$ cat src/rtl/ipi_dest_pkg.sv
package ipi_dest_pkg;
  typedef enum logic [1:0] {
    SH_DEST   = 2'd0,
    SH_SELF   = 2'd1,
    SH_ALL    = 2'd2,
    SH_OTHERS = 2'd3
  } shorthand_e;

  localparam logic [31:0] DEST_ALL32 = 32'hFFFF_FFFF;
  localparam logic [31:0] DEST_ALL8  = 32'h0000_00FF;

  // logical ID an extended-mode controller takes from its initial ID
  function automatic logic [31:0] ext_logical_id(logic [31:0] init_id);
    logic [15:0] bit_sel;
    bit_sel = 16'h0001 << init_id[3:0];
    return {init_id[19:4], bit_sel};
  endfunction
endpackage

$ cat src/rtl/dest_match_unit.sv
module dest_match_unit
  import ipi_dest_pkg::*;
(
  input  logic [31:0] dest_i,
  input  logic        logical_i,
  input  logic [31:0] id_i,
  input  logic        x2_i,
  input  logic        cluster_i,
  input  logic [7:0]  ldest_i,
  output logic        hit_o
);
  logic [31:0] ext_lid;
  logic        all32, all8;
  logic        phys_hit, ext_log_hit, flat_hit, clus_hit;

  assign ext_lid = ext_logical_id(id_i);
  assign all32   = (dest_i == DEST_ALL32);
  assign all8    = (dest_i == DEST_ALL8);

  always_comb begin
    if (x2_i) phys_hit = all32 || (id_i == dest_i);
    else      phys_hit = all32 || all8 || (id_i[7:0] == dest_i[7:0]);
  end

  assign ext_log_hit = all32 ||
                       ((dest_i[31:16] == ext_lid[31:16]) && |(dest_i[15:0] & ext_lid[15:0]));
  assign flat_hit    = |(dest_i[7:0] & ldest_i);
  assign clus_hit    = ((dest_i[7:4] == 4'hF) || (dest_i[7:4] == ldest_i[7:4])) &&
                       |(dest_i[3:0] & ldest_i[3:0]);

  always_comb begin
    if (!logical_i)     hit_o = phys_hit;
    else if (x2_i)      hit_o = ext_log_hit;
    else if (cluster_i) hit_o = clus_hit;
    else                hit_o = flat_hit;
  end
endmodule

$ cat src/rtl/lowest_pick.sv
module lowest_pick #(
  parameter int N     = 32,
  parameter int IDX_W = 5
) (
  input  logic [N-1:0]     mask_i,
  output logic [IDX_W-1:0] idx_o,
  output logic             found_o
);
  always_comb begin
    idx_o   = '0;
    found_o = 1'b0;
    for (int k = N - 1; k >= 0; k--) begin
      if (mask_i[k]) begin
        idx_o   = IDX_W'(k);
        found_o = 1'b1;
      end
    end
  end
endmodule

$ cat src/rtl/ipi_dest_mask.sv
module ipi_dest_mask
  import ipi_dest_pkg::*;
#(
  parameter int N_CTRL = 32,
  localparam int IDX_W = (N_CTRL > 1) ? $clog2(N_CTRL) : 1
) (
  input  logic                  clk_i,
  input  logic                  rst_ni,
  input  logic                  req_valid_i,
  input  logic [31:0]           dest_i,
  input  logic                  logical_i,
  input  logic [1:0]            shorthand_i,
  input  logic [IDX_W-1:0]      sender_i,
  input  logic [N_CTRL*32-1:0]  ctrl_id_i,
  input  logic [N_CTRL-1:0]     ctrl_x2_i,
  input  logic [N_CTRL-1:0]     ctrl_cluster_i,
  input  logic [N_CTRL*8-1:0]   ctrl_ldest_i,
  output logic                  mask_valid_o,
  output logic [N_CTRL-1:0]     mask_o,
  output logic                  pick_valid_o,
  output logic [IDX_W-1:0]      pick_idx_o
);
  logic [N_CTRL-1:0] dest_hits, sender_oh, mask_d, mask_q;
  logic              valid_q, found;

  for (genvar g = 0; g < N_CTRL; g++) begin : g_match
    dest_match_unit u_match (
      .dest_i    (dest_i),
      .logical_i (logical_i),
      .id_i      (ctrl_id_i[g*32 +: 32]),
      .x2_i      (ctrl_x2_i[g]),
      .cluster_i (ctrl_cluster_i[g]),
      .ldest_i   (ctrl_ldest_i[g*8 +: 8]),
      .hit_o     (dest_hits[g])
    );
  end

  assign sender_oh = N_CTRL'(1) << sender_i;

  always_comb begin
    unique case (shorthand_e'(shorthand_i))
      SH_SELF:   mask_d = sender_oh;
      SH_ALL:    mask_d = '1;
      SH_OTHERS: mask_d = ~sender_oh;
      default:   mask_d = dest_hits;
    endcase
  end

  always_ff @(posedge clk_i or negedge rst_ni) begin
    if (!rst_ni) begin
      valid_q <= 1'b0;
      mask_q  <= '0;
    end else begin
      valid_q <= req_valid_i;
      mask_q  <= req_valid_i ? mask_d : '0;
    end
  end

  lowest_pick #(.N(N_CTRL), .IDX_W(IDX_W)) u_pick (
    .mask_i  (mask_q),
    .idx_o   (pick_idx_o),
    .found_o (found)
  );

  assign mask_valid_o = valid_q;
  assign mask_o       = mask_q;
  assign pick_valid_o = valid_q & found;
endmodule

$ cat config.mk
export PLATFORM = sky130hd
export DESIGN_NAME = ipi_dest_mask
export DESIGN_NICKNAME = d
export VERILOG_FILES = /design/src/rtl/ipi_dest_pkg.sv /design/src/rtl/dest_match_unit.sv /design/src/rtl/lowest_pick.sv /design/src/rtl/ipi_dest_mask.sv
export SDC_FILE = /design/constraint.sdc
export NUM_CORES = 2
export LEC_CHECK = 0
export BUFFER_PORTS_ARGS = -buffer_cell sky130_fd_sc_hd__clkbuf_2
export CAP_MARGIN = 30
export CORE_AREA = 2 2 557 559
export DETAILED_ROUTE_END_ITERATION = 8
export DIE_AREA = 0 0 559 561
export PLACE_DENSITY = 0.3
export SYNTH_ARGS = -nofsm -noshare
export SYNTH_HDL_FRONTEND = slang
export SYNTH_SLANG_ARGS = --single-unit
$ cat constraint.sdc
create_clock -name clk_i -period 2.4 [get_ports clk_i]
set_input_delay 0.72 -clock clk_i [delete_from_list [all_inputs] [get_ports clk_i]]
set_output_delay 0.72 -clock clk_i [all_outputs]
set_load 0.005 [all_outputs]
==> metrics.md <==
| Metric | Value |
|---|---|
| Mean post-synth cell area | between 7 and 8 um2 |
| DP Wirelength | 333,000 um |
| Worst-Margin Slew | 0.883 ns |
| Failing checks | negative setup slack |
| Nets | 7,587 |
| CP arrival | 3.16 ns |
| RSZ-0062 raised after global routing | yes |
| Min-delay worst type | input port to async pin |
| Pins Over Slew Limit | 0 |
| Worst Setup End Kind | register |
| Setup violations, final | 38 |
| First-iteration detailed-routing DRC count | roughly 3,400 |
| Post-detailed-route DRC marker count | 0 |
| Synth-to-Final Area Change | 101% |
| Synthesis Warnings | 0 |
| Power density cells | 227 nW/um2 |
| CTS sink cnt | 33 |
| Final hold violation count | 0 |
| DRT Pass-1 Iters | 5 |
| Layout filler cell count | 34,900 |
| CTS Root Buffer Type | clkbuf_16 |
| Synthesized flop and latch total | 33 |
| Mapped Cells | 3,627 |
| H-tree depth | 2 |
| Wire per inst | 37.3 um |
| Num ports | 1,426 |
| Placer Congestion | 0.961 |
| Cell Area, Synth | 28,700 um2 |
| Tcrit/Tclk final | 1.23 |
| Longest Clk Path Bufs | 2 |
| Commonest register cell after synthesis | dfrtp_1 |
| Async S/R FF share, synth | 1.00 |
| Relative slew slack | 0.410 |
| Via Count | 41,800 |
| Num CTS Buffers | 5 |
| CTS Hold Bufs | 0 |
| DIE WIDTH | around 560 um |
| Sequential area share after synthesis | 0.0288 |
| First-pass GRT wire length | about 480,000 um |
| Yosys cell types | 70 |
| Lkg Pwr | 0.0244 uW |
| Tmin final | 2.96 ns |
| Layout cells sized above 1 | 0.548 |
| Multi-input combinational cell area | 30,000 um2 |
| Status | finished, violations left |
| Drt via density | around 4 |
| Die Span Y | 561 um |
| Drt total wl | roughly 380,000 um |
| Clock transition at path regs | 0.07 ns |
| Min Hold Slack | 0.501 ns |
| Max Freq | ~340 MHz |
| Reg area | roughly 840 um2 |
| Setup ws final | -0.563 ns |
| Port Buffers | 1,425 |
| Pin count of the biggest net entering global routing | 34 |
| Initial Util | 0.0933 |
| Vias in the first global route | 42,800 |
| CTS tree | built |
| GRT overflow | 0 |
| Total Neg Setup Slack | -12.96 ns |
| Number of synthesized flops with an enable pin | 0 |
| WS Path Type | input port to register |
| Initial antenna violation count | around 280 |
| VDD IR max | between 0.2 and 0.25 mV |
| Core Region | 308,000 um2 |
| Max Cap Viol | 0 |
| Routed Antenna Nets | 0 |
| CP max FO | 13 |
| Synth Net Count | 5,142 |
| Global Route Usage Sum | 0.234 |
| Die ar. | 314,000 um2 |
| Row Count | 204 |
| CP Data Required Time | 2.60 ns |
| Crit path launch type | input port |
[registers in the layout, indices dropped and copies added (netlist names)]
register      count
mask_o           32
mask_valid_o      1
[layout make-up]
cell class | count | area share
Sequential cell | 33 | 0.0146
Antenna cell | 118 | 0.00513
Multi-Input combinational cell | 3227 | 0.522
Tap cell | 4120 | 0.0895
Clock buffer | 8 | 0.00237
Inverter | 28 | 0.00185
Timing Repair Buffer | 2777 | 0.365
[Yosys cell counts, types with 18 or more instances]
cell / n / area [um2]
xor2_1: 1033 / 9050
or4_1: 32 / 240
nor2b_1: 21 / 131
mux4_2: 68 / 1530
a22oi_1: 64 / 480
nand3_1: 96 / 480
nand4_1: 151 / 945
clkbuf_1: 93 / 349
o21ai_0: 55 / 275
a21oi_1: 51 / 255
nor4_1: 329 / 2060
mux2_2: 20 / 225
nand2_1: 91 / 342
o311ai_0: 22 / 193
buf_2: 196 / 981
ha_1: 128 / 1600
a32oi_1: 25 / 219
nor2_1: 120 / 450
nand3b_1: 21 / 158
a31oi_1: 28 / 175
inv_1: 27 / 101
xnor2_1: 519 / 4550
mux2i_1: 73 / 731
o211ai_1: 26 / 195
nor3_1: 66 / 330
dfrtp_1: 33 / 826
a211oi_1: 18 / 135
buf_1: 51 / 191
[per-layer routing]
layer	global-route usage	share of wire	up-vias	wire length (um)
met4	0.0998	0.052	108	19900
li1	-	-	18100	-
met2	0.376	0.45	2337	172000
met5	0	0.0019	-	733
met1	0.295	0.42	20700	162000
met3	0.0579	0.077	605	29500
[metrics by stage]
stage | total power (uW) | cells | utilization | cell area, um2 | worst slack [ns]
floorplan | 4610 | 3627 | - | 28900 | -0.0769
global placement | 10900 | 9949 | 0.162 | 49800 | -1.56
detailed placement | 10800 | 9951 | 0.162 | 49800 | -1.59
CTS | 12800 | 10100 | 0.180 | 55300 | -0.565
global route | 13700 | 10300 | 0.187 | 57400 | -0.555
finish | 13100 | 10300 | 0.187 | 57600 | -0.563
[repair_timing]
action,CTS,global route
gates cloned,18,2
setup endpoints to repair,38,38
buffers inserted,160,88
pin swaps,255,172
resized for setup,668,239
hold endpoints to repair,0,0
[cells by family after synthesis]
| family | count (synthesis) | share of synthesized area |
|---|---|---|
| mux | 161 | 0.0867 |
| buf+inv | 369 | 0.0569 |
| xor+xnor | 1552 | 0.474 |
| simple gates | 959 | 0.188 |
| flops | 33 | 0.0288 |
| compound gates | 425 | 0.110 |
| fa+ha+maj | 128 | 0.0558 |
[placed cells by master (no fill, tap or decap), types with 47 or more instances in the layout]
cell type | synthesis | final
a22oi_1 | 64 | 63
diode_2 | 0 | 118
clkbuf_2 | 1 | 1385
buf_12 | 0 | 152
buf_6 | 0 | 113
xor2_1 | 1033 | 1005
nand3_1 | 96 | 78
xnor2_1 | 519 | 490
mux2i_1 | 73 | 73
nand2_1 | 91 | 78
nor2_1 | 120 | 113
nor4_2 | 1 | 100
mux4_2 | 68 | 68
o21ai_0 | 55 | 49
nand4_1 | 151 | 151
nor4_4 | 1 | 47
buf_4 | 0 | 1037
ha_1 | 128 | 111
nor4_1 | 329 | 184
[power by group]
part	switching [uW]	total, uW	leakage (uW)	internal, uW
Sequential	73.5	670	0.000410	597
Combinational	6530	11700	0.0240	5160
Clock	317	706	0.0000659	389
[worst max-delay path, cell delays in order]
cell and delay (ns):
buf_12 0.14, buf_12 0.22, xor2_1 0.16, nor4_1 0.32, buf_4 0.18, nand4_1 0.39, buf_4 0.31, nor4_2 0.13
buf_4 0.21, nor3_2 0.06, o32ai_2 0.22
[worst paths after layout]
| path | slack [ns] | startpoint | end | cells after the start |
|---|---|---|---|---|
| min in group clk_i | 0.78 | ctrl_x2_i[24] | mask_o[24]$_DFF_PN0_ | 3 |
| worst min-delay path | 0.50 | rst_ni | mask_o[12]$_DFF_PN0_ | 2 |
| worst max-delay path | -0.56 | dest_i[13] | mask_o[17]$_DFF_PN0_ | 11 |
| max in group asynchronous | 1.34 | rst_ni | mask_o[28]$_DFF_PN0_ | 2 |
Note: power is estimated with default switching activity, not from simulation.
